File: config.mk
export PLATFORM = sky130hd
export DESIGN_NAME = pll_ctl_unit
export DESIGN_NICKNAME = d
export VERILOG_FILES = /design/src/rtl/pll_ctl_pkg.sv /design/src/rtl/pll_ctl_sync.sv /design/src/rtl/pll_ctl_cfg.sv /design/src/rtl/pll_ctl_unlock_det.sv /design/src/rtl/pll_ctl_unit.sv
export SDC_FILE = /design/constraint.sdc
export NUM_CORES = 1
export LEC_CHECK = 0
export ABC_AREA = 1
export ABC_CLOCK_PERIOD_IN_PS = 900
export BUFFER_PORTS_ARGS = -buffer_cell sky130_fd_sc_hd__buf_2
export CORE_MARGIN = 3
export CORE_UTILIZATION = 38
export CTS_CLUSTER_SIZE = 40
export DETAILED_ROUTE_END_ITERATION = 6
export PLACE_DENSITY_LB_ADDON = 0.3
export SYNTH_ARGS = -nofsm -noshare
export SYNTH_HDL_FRONTEND = slang
export SYNTH_SLANG_ARGS = --single-unit
export TNS_END_PERCENT = 5
File: constraint.sdc
create_clock -name clk -period 0.9 [get_ports clk]
set_input_delay 0 -clock clk [delete_from_list [all_inputs] [get_ports clk]]
set_output_delay 0 -clock clk [all_outputs]
set_load 0.05 [all_outputs]
File: src/rtl/pll_ctl_pkg.sv
package pll_ctl_pkg;
  localparam int ADDR_W  = 2;
  localparam int DATA_W  = 32;
  localparam int MULT_W  = 6;
  localparam int RANGE_B = 8;
  localparam int LOCK_B  = 16;

  localparam logic [ADDR_W-1:0] A_CFG  = 2'd0;
  localparam logic [ADDR_W-1:0] A_RAW  = 2'd1;
  localparam logic [ADDR_W-1:0] A_MASK = 2'd2;
  localparam logic [ADDR_W-1:0] A_CLR  = 2'd3;
endpackage

File: src/rtl/pll_ctl_sync.sv
module pll_ctl_sync #(
  parameter int STAGES = 2
) (
  input  logic clk,
  input  logic rst,
  input  logic d_async,
  output logic q_sync
);
  logic [STAGES-1:0] chain_q;

  generate
    if (STAGES == 1) begin : g_one
      always_ff @(posedge clk) begin
        if (rst) chain_q <= '0;
        else     chain_q <= d_async;
      end
    end else begin : g_many
      always_ff @(posedge clk) begin
        if (rst) chain_q <= '0;
        else     chain_q <= {chain_q[STAGES-2:0], d_async};
      end
    end
  endgenerate

  assign q_sync = chain_q[STAGES-1];
endmodule

File: src/rtl/pll_ctl_cfg.sv
module pll_ctl_cfg #(
  parameter int MULT_W = 6
) (
  input  logic              clk,
  input  logic              rst,
  input  logic              wr_en,
  input  logic              frozen,
  input  logic [MULT_W-1:0] mult_in,
  input  logic              range_in,
  output logic [MULT_W-1:0] mult_q,
  output logic              range_q
);
  always_ff @(posedge clk) begin
    if (rst) begin
      mult_q  <= '0;
      range_q <= 1'b0;
    end else if (wr_en && !frozen) begin
      mult_q  <= mult_in;
      range_q <= range_in;
    end
  end
endmodule

File: src/rtl/pll_ctl_unlock_det.sv
module pll_ctl_unlock_det (
  input  logic clk,
  input  logic rst,
  input  logic pwr_on,
  input  logic lock_s,
  output logic evt
);
  logic prev_q;
  logic armed_q;

  always_ff @(posedge clk) begin
    if (rst) begin
      prev_q  <= 1'b0;
      armed_q <= 1'b0;
    end else begin
      prev_q <= lock_s;
      if (!pwr_on)     armed_q <= 1'b0;
      else if (lock_s) armed_q <= 1'b1;
    end
  end

  assign evt = pwr_on && armed_q && prev_q && !lock_s;
endmodule

File: src/rtl/pll_ctl_unit.sv
module pll_ctl_unit
  import pll_ctl_pkg::*;
#(
  parameter int SYNC_STAGES = 2
) (
  input  logic              clk,
  input  logic              rst,
  input  logic              bus_wr,
  input  logic              bus_rd,
  input  logic [ADDR_W-1:0] bus_addr,
  input  logic [DATA_W-1:0] bus_wdata,
  output logic [DATA_W-1:0] bus_rdata,
  input  logic              pwr_on,
  input  logic              lock_async,
  output logic [MULT_W-1:0] mult_o,
  output logic              range_hi_o,
  output logic              irq_o
);
  logic lock_s;
  logic unlock_evt;
  logic flag_q;
  logic mask_q;
  logic clr_hit;
  logic cfg_wr;
  logic unused_wbits;

  assign unused_wbits = ^bus_wdata;
  assign cfg_wr  = bus_wr && (bus_addr == A_CFG);
  assign clr_hit = bus_wr && (bus_addr == A_CLR) && bus_wdata[0];

  pll_ctl_sync #(.STAGES(SYNC_STAGES)) u_sync (
    .clk(clk), .rst(rst), .d_async(lock_async), .q_sync(lock_s)
  );

  pll_ctl_cfg #(.MULT_W(MULT_W)) u_cfg (
    .clk(clk), .rst(rst), .wr_en(cfg_wr), .frozen(pwr_on),
    .mult_in(bus_wdata[MULT_W-1:0]), .range_in(bus_wdata[RANGE_B]),
    .mult_q(mult_o), .range_q(range_hi_o)
  );

  pll_ctl_unlock_det u_det (
    .clk(clk), .rst(rst), .pwr_on(pwr_on), .lock_s(lock_s), .evt(unlock_evt)
  );

  always_ff @(posedge clk) begin
    if (rst) begin
      flag_q <= 1'b0;
      mask_q <= 1'b0;
      irq_o  <= 1'b0;
    end else begin
      if (unlock_evt)   flag_q <= 1'b1;
      else if (clr_hit) flag_q <= 1'b0;
      if (bus_wr && bus_addr == A_MASK) mask_q <= bus_wdata[0];
      irq_o <= flag_q && mask_q;
    end
  end

  always_ff @(posedge clk) begin
    if (rst) begin
      bus_rdata <= '0;
    end else if (bus_rd) begin
      bus_rdata <= '0;
      case (bus_addr)
        A_CFG: begin
          bus_rdata[MULT_W-1:0] <= mult_o;
          bus_rdata[RANGE_B]    <= range_hi_o;
          bus_rdata[LOCK_B]     <= lock_s;
        end
        A_RAW:   bus_rdata[0] <= flag_q;
        A_MASK:  bus_rdata[0] <= mask_q;
        default: bus_rdata    <= '0;
      endcase
    end
  end
endmodule

* After elaboration in Yosys (flattened, before gate mapping)
Cells that the tools add are included.
** Word-level totals
- Register bits :: 22
- Bits in latches :: 0
- RAM bits :: 0
- Bits in read-only memories :: 0
- Input bits :: 40
- Output and inout bits :: 40
- Logic and storage cells :: 33
- Memories :: 0
** Cells by class
- $add $sub $neg :: 0
- Multipliers :: 0
- Div/mod/pow operators :: 0
- $lt $le $gt $ge :: 0
- Eq/ne operators :: 3
- Shift-type cells :: 0
- Multiplexer cells :: 6
- Bitwise gates (word level) :: 1
- Reductions and logical operators :: 14
** Operators with widths (count)
- 1-bit logical AND :: 9
- 5-bit two-way mux :: 1
- 2-bit == test, second input constant :: 2
- 1-bit two-way mux :: 4
- 1-bit one-hot mux with 3 select lines :: 1
- 2-bit by 1-bit == test with 1-bit output, second input constant :: 1
- 1-bit logical NOT :: 2
- 2-bit logical NOT :: 1
- 2-bit nonzero test :: 1
- 2-bit OR reduction :: 1
- 1-bit inverter :: 1

* Logic depth before layout (Yosys ltp)
Gate-level depths: netlist of run 1.
- Depth after elaboration :: 5
- Gate-level depth with buffers :: 5
- Gate-level depth less buffers :: 5

* Hierarchy
From an unflattened synthesis of run 1, not the netlist that was laid out.
** Second synthesis, totals
- Cell total of the unflattened synthesis :: 148
- Area total of the unflattened synthesis :: 1087.3 um^2
** Modules (own cells, without submodules)
- pll_ctl_unit :: instances 1, cells an instance 84, area an instance 641.9 um^2, seq. area each 220.2 um^2
- pll_ctl_cfg :: instances 1, cells an instance 47, area an instance 314.1 um^2, seq. area each 140.1 um^2
- pll_ctl_unlock_det :: instances 1, cells an instance 11, area an instance 76.3 um^2, seq. area each 40.0 um^2
- pll_ctl_sync :: instances 1, cells an instance 6, area an instance 55.1 um^2, seq. area each 40.0 um^2

* Worst setup path after synthesis of run 1
No wires, ideal clock.
- Kind :: register to register
- Start :: register u_cfg.mult_q[0]
- End :: register bus_rdata[0]
- Setup time :: 70 ps
- Arrival time :: 932 ps
- Data required time :: 830 ps
- Setup slack :: -102 ps
- Stages on the path, launching flop included :: 5
- Buffers on the path :: 0
- Period minus slack after synthesis :: 1002 ps
- Path through :: dfxtp_1 -> inv_1 -> nand2_1 -> nand3_1 -> a21oi_1
** On the way
- Longest elaborated chain between the ends :: 1
** RTL lines
- from (decl) :: line pll_ctl_cfg.sv:10 : output logic [MULT_W-1:0] mult_q,
- from (signal assigned) :: line pll_ctl_cfg.sv:18 : mult_q <= mult_in;
- 1-bit one-hot mux with 3 select lines :: line pll_ctl_unit.sv:63 : case (bus_addr)
- to (signal, indexed assignment) :: line pll_ctl_unit.sv:65 : bus_rdata[MULT_W-1:0] <= mult_o;
- to (signal, indexed assignment) :: line pll_ctl_unit.sv:66 : bus_rdata[RANGE_B] <= range_hi_o;
- to (signal, indexed assignment) :: line pll_ctl_unit.sv:67 : bus_rdata[LOCK_B] <= lock_s;
- to (decl) :: line pll_ctl_unit.sv:12 : output logic [DATA_W-1:0] bus_rdata,
Every way passes these cells.
A chain may end at the register's enable or synchronous reset.

* Final worst setup path of run 1
- Start :: register u_cfg.mult_q[0]
- End :: output port mult_o[0]
** RTL lines
- to (decl) :: line pll_ctl_unit.sv:15 : output logic [MULT_W-1:0] mult_o,
No word-level cell between the ends.

==> summary.md, run 1 <==
| Metric | Value |
|---|---|
| Outcome | `completed` |
| FF+latch count, synth | `22` |
| First-pass GRT wire length | `3.17 mm` |
| Die Wd | `57.8 um` |
| Final setup vio count | `0` |
| Commonest cells post-synth | `buf_4, dfxtp_1, nand2_1` |
| Clock sinks | `22` |
| Reg2reg start | `flag_q` |
| Placed insts | `188` |
| Critical path type | `register to primary output` |
| Crit path DAT | `870 ps` |
| Final Util | `52.5%` |
| Io pins | `80` |
| Vias in the first global route | `738` |
| Layout Area Growth over Synthesis | `29.8%` |
| Finished Layout Cells | `202` |
| CTS tree | `done` |
| Pwr Density | `1590 mW/mm^2` |
| Async set or reset register ratio after synthesis | `0%` |
| DRT Pass-1 Iters | `4` |
| Post-DRT Antenna Nets | `0` |
| Hold_ws | `19.4 ps` |
| Cell row count | `18` |
| Worst Path Required | `900 ps` |
| Post-layout min period | `871 ps` |
| Initial antenna violation count | `0` |
| Slew Limit Fails | `0` |
| Ratio of cells with drive above 1 in the final layout | `26.7%` |
| Synth area leader | `dfxtp_1` |
| Die ar. | `0.00334 mm^2` |
| Buf+Inv Stages, Crit Path | `1` |
| # diodes | `0` |
| Skew-Pair Late Insertion Delay | `300 ps` |
| GR Util All Layers | `12.4%` |
| Hold Path End | `bus_rdata[16]` |
| Maxcap violations | `0` |
| Starting DRT DRC Count | `4` |
| CTS buffer count | `3` |
| R2R setup slack | `140 ps` |
| Crit path cell chain | `buf_4` |
| Reg-to-Reg End | `bus_rdata[0]` |
| Min-delay src | `bus_addr[0]` |
| IO Port Bufs | `30` |
| Fin nets | `213` |
| CP endpoint kind | `primary output` |
| Largest stage delay, worst path | `370 ps` |
| H-tree depth | `1` |
| Mean Syn Cell Area | `7.85 um^2` |
| Top cells by area, synth | `dfxtp_1, buf_4, a21oi_1, nand2_1, nand3_1` |
| Final Hold Fails | `0` |
| WL/cell | `10.6 um` |
| Clock slew seen by the registers of the worst setup and hold paths | `120 ps` |
| Seq/Total Area, Yosys | `43.1%` |
| Static Leak | `0.000615 uW` |
| CP top delay family | `flip-flops` |
| Grt total ovfl | `0` |
| Routed WL | `2.14 mm` |
| WHS Path Cells | `4` |
| Gpl congestion | `0.764` |
| Critical-path maximum fanout | `3` |
| CTS root buf | `clkbuf_4` |
| Top-count cell post-synth | `buf_4` |
| Synth cell types | `15` |
| Setup TNS Final | `0 ps` |
| Worst path slowest cell | `dfxtp_2` |
| Top FF cell, synth | `dfxtp_1` |
| Number of synthesized flops with an enable pin | `0` |
| FF/Latch Area | `449 um^2` |
| Largest net degree at the start of global routing | `17` |
| Post-Syn Area | `0.00102 mm^2` |
| Max frequency | `1150 MHz` |
| CORE AREA | `0.00252 mm^2` |
| Clock tree buffer depth | `2` |
| RSZ-0062 raised after global routing | `false` |
| Vias/cell | `4.41` |
| Ys Warns | `0` |
| Synth top area share | `43.1%` |
| Synth Instances | `130` |
| Worst Reg-to-Reg Cells | `4` |
| Routed vias | `890` |
| Crit start category | `register` |
| HP Class | `primary input to register` |
| Setup Skew | `1.84 ps` |
| VDD IR max | `0.00112 V` |
| Die Span Y | `57.8 um` |
| Initial Util | `40.5%` |
| Area of the multi-input gates | `422 um^2` |
| Overall power | `2110 uW` |
| FILL cells | `256` |
| Fin crit share | `96.8%` |
| Post-detail-place hpwl | `1.50 mm` |
| Drt drc | `0` |
| Post-CTS Setup Inserts | `0` |
cell families (layout without fill, tap and decap cells):
group	count (synthesis)	in the layout	synth area share, %
flops	22	22	43.1
other cells	1	24	0.367
compound gates	25	25	12.3
buf+inv	39	58	24.0
simple gates	43	43	20.2
per-stage QoR:
step,setup WS [ps],instance area [um^2]
2_1_floorplan,-8.53,1110
3_3_place_gp,91.7,1120
3_5_place_dp,68.2,1120
4_1_cts,3.62,1300
5_1_grt,0.683,1330
6_report,29.2,1330
cells in the final DEF (no fill, tap or decap), types with 8 or more instances in the layout:
| cell | synthesis | layout |
|---|---|---|
| a21oi_1 | 17 | 17 |
| buf_2 | 1 | 14 |
| buf_4 | 24 | 11 |
| conb_1 | 1 | 24 |
| dfxtp_1 | 22 | 15 |
| dlygate4sd3_1 | 0 | 10 |
| inv_1 | 11 | 11 |
| nand2_1 | 22 | 22 |
| nand3_1 | 11 | 11 |
| o21ai_0 | 8 | 8 |
power by group:
group | switching, uW | total, uW | internal (uW)
Clock | 300 | 547 | 247
Combinational | 414 | 538 | 124
Sequential | 18.7 | 1030 | 1010
Total | 733 | 2110 | 1380
worst max-delay path by stage:
stage | from | end | slack [ps] | cells after the start
6_report | u_cfg.mult_q[0] | mult_o[0] | 30 | 1
5_1_grt | bus_rdata[2] | bus_rdata[2] | 0.7 | 1
4_1_cts | irq_o | irq_o | 4 | 1
3_5_place_dp | bus_wr | u_cfg.mult_q[1] | 70 | 6
3_3_place_gp | bus_wr | u_cfg.mult_q[5] | 90 | 6
2_1_floorplan | bus_rdata[16] | bus_rdata[16] | -9 | 2
flip-flops by register name (all words and copies together), names as in the netlist:
register and flops:
u_cfg.range_q 1, u_det.armed_q 1, u_det.prev_q 1, flag_q 1, bus_rdata 8, u_cfg.mult_q 6
mask_q 1, u_sync.chain_q 2, irq_o 1
what timing repair did:
item | in CTS | in global routing
setup endpoints to repair | 15 | 8
pin swaps | 0 | 0
endpoints found under the hold margin | 11 | 0
hold buffers | 10 | 0
gates resized for setup | 18 | 10
per-layer routing:
layer  routed length (um)  share of wire (%)  GRT usage [%]  vias to the layer above
met5                    0                  0              0                        -
met4                   13               0.61           4.97                        0
met3                  154                7.2           3.79                        2
met2                 1070                 50           21.5                       31
met1                  901                 42           14.1                      404
li1                     -                  -              -                      453
final cells by class:
| class | instances | share of cell area [%] |
|---|---|---|
| Tap cell | 30 | 2.83 |
| Timing Repair Buffer | 43 | 25.6 |
| Inverter | 11 | 3.12 |
| Clock buffer | 4 | 2.74 |
| Sequential cell | 22 | 33.9 |
| Multi-Input combinational cell | 92 | 31.8 |
No activity file was read; power rests on OpenSTA's default activity.
==> inputs of run 2 (changes only) <==
--- a/config.mk
+++ b/config.mk
@@ -8,8 +8,10 @@
 export ABC_AREA = 1
 export ABC_CLOCK_PERIOD_IN_PS = 900
 export BUFFER_PORTS_ARGS = -buffer_cell sky130_fd_sc_hd__buf_2
+export CORE_ASPECT_RATIO = 1.4
 export CORE_MARGIN = 3
 export CORE_UTILIZATION = 38
+export CTS_CLUSTER_DIAMETER = 120
 export CTS_CLUSTER_SIZE = 40
 export DETAILED_ROUTE_END_ITERATION = 6
 export PLACE_DENSITY_LB_ADDON = 0.3
==> summary.md, run 2 (synthesis results as in run 1) <==
| Metric | Value |
|---|---|
| Post-CTS Setup Inserts | `0` |
| Gpl congestion | `0.691` |
| GR Util All Layers | `12.8%` |
| Critical path type | `register to primary output` |
| WL/cell | `10.6 um` |
| Switching power | `709 uW` |
| Worst path slowest cell | `dfxtp_2` |
| Vias in the first global route | `857` |
| Logic pwr share | `25.9%` |
| Max reg flops | `8` |
| FILL cells | `231` |
| Worst Path Required | `900 ps` |
| Crit start category | `register` |
| Hold_ws | `21.6 ps` |
| Io pins | `80` |
| CORE AREA | `0.00247 mm^2` |
| Largest stage delay, worst path | `360 ps` |
| Maxcap violations | `0` |
| Clock slew seen by the registers of the worst setup and hold paths | `110 ps` |
| DRT Pass-1 Iters | `4` |
| Final Hold Fails | `0` |
| CP endpoint kind | `primary output` |
| Post-detail-place hpwl | `1.58 mm` |
| Fin crit share | `95.0%` |
| H-tree depth | `1` |
| Routed vias | `936` |
| Vias/cell | `4.54` |
| Cell row count | `21` |
| Die Span Y | `67.3 um` |
| HP Class | `primary input to register` |
| Crit path cell chain | `buf_4` |
| Critical-path maximum fanout | `3` |
| Setup slack after layout | `45.4 ps` |
| Routed WL | `2.18 mm` |
| Initial antenna violation count | `0` |
| Layout Area Growth over Synthesis | `31.5%` |
| Final setup vio count | `0` |
| CP top delay family | `flip-flops` |
| Static Leak | `0.000618 uW` |
| Clock tree buffer depth | `2` |
| Sw frac | `33.9%` |
| Commonest non-fill, non-tap cells in the layout | `conb_1, nand2_1, a21oi_1` |
| Ratio of cells with drive above 1 in the final layout | `27.3%` |
| R2R setup slack | `160 ps` |
| IO Port Bufs | `30` |
| Largest reg by FF count | `bus_rdata` |
| Fin nets | `213` |
| Die Wd | `49.8 um` |
| VDD IR max | `0.00104 V` |
| Setup WS pre-CTS | `96.0 ps` |
| CTS root buf | `clkbuf_4` |
| RSZ-0062 raised after global routing | `false` |
| Largest regs | `bus_rdata: 8 flops, u_cfg.mult_q: 6 flops, u_sync.chain_q: 2 flops` |
| Pwr Density | `1560 mW/mm^2` |
| Drt drc | `0` |
| Buf+Inv Stages, Crit Path | `1` |
| Clock sinks | `22` |
| CTS buffer count | `3` |
| Sequential group share of total power | `49.2%` |
| Crit path DAT | `850 ps` |
| Post-DRT Antenna Nets | `0` |
| Setup TNS Final | `0 ps` |
| CTS tree | `done` |
| Commonest non-fill, non-tap cell in the layout | `conb_1` |
| Clk network pwr share | `24.9%` |
| Initial Util | `41.3%` |
| Slew Limit Fails | `0` |
| Outcome | `completed` |
| Starting DRT DRC Count | `23` |
| Grt total ovfl | `0` |
| # diodes | `0` |
| Internal | `1380 uW` |
| Setup Skew | `3.92 ps` |
| Die ar. | `0.00335 mm^2` |
| Largest net degree at the start of global routing | `17` |
| Skew-Pair Late Insertion Delay | `300 ps` |
| First-pass GRT wire length | `3.37 mm` |
| Max frequency | `1170 MHz` |
| Post-layout min period | `855 ps` |
-- run 2: cell types whose count changed in the layout (fill, tap and decap cells not counted) --
cell	change
dfxtp_2	+1
buf_6	+3
buf_4	-4
dfxtp_1	-1
clkbuf_4	+1
-- run 2: timing repair --
item / in CTS / in global routing
hold endpoints to repair: 10 / 0
hold buffers: 10 / 0
gates resized for setup: 17 / 15
cloned: 0 / 0
setup endpoints to repair: 14 / 12
-- run 2: layout make-up --
class                   count  area, um^2  area share, %
clock buffers               4        36.3           2.70
flip-flops and latches     22         450           33.6
multi-input cells          92         422           31.4
inverters                  11        41.3           3.08
repair buffers             43         350           26.1
well taps                  34        42.5           3.17
-- run 2: worst paths after layout --
kind | startpoint | end | cells past startpoint
setup / recovery | u_cfg.mult_q[0] | mult_o[0] | 1
hold / removal | pwr_on | flag_q | 3
setup reg to reg | flag_q | bus_rdata[0] | 4
hold reg to reg | u_sync.chain_q[0] | u_sync.chain_q[1] | 2
-- run 2: per-stage QoR --
stage / utilization (%) / power (uW) / instances / area (um^2)
final: 54.4 / 2090 / 206 / 1340
after global routing: 54.4 / 2190 / 206 / 1340
after global placement: 45.4 / 1520 / 192 / 1120
after floorplan: - / 1520 / 153 / 1110
after CTS: 52.8 / 2100 / 206 / 1300
after detailed placement: 45.4 / 1530 / 192 / 1120
-- run 2: power by group through the flow --
stage / Sequential, uW / Clock (uW) / Combinational, uW
after floorplan: 1130 / 0 / 386
after global placement: 1040 / 0 / 477
after detailed placement: 1050 / 0 / 481
after CTS: 1030 / 541 / 529
after global routing: 1030 / 586 / 575
final: 1030 / 522 / 542
-- run 2: layer usage --
metal / track usage, % / routed length [um] / share of wire (%)
met5: 0 / 0 / 0
met3: 1.77 / 158 / 7.3
met2: 26.7 / 1230 / 57
met4: 4.15 / 22 / 1.0
met1: 12.6 / 766 / 35
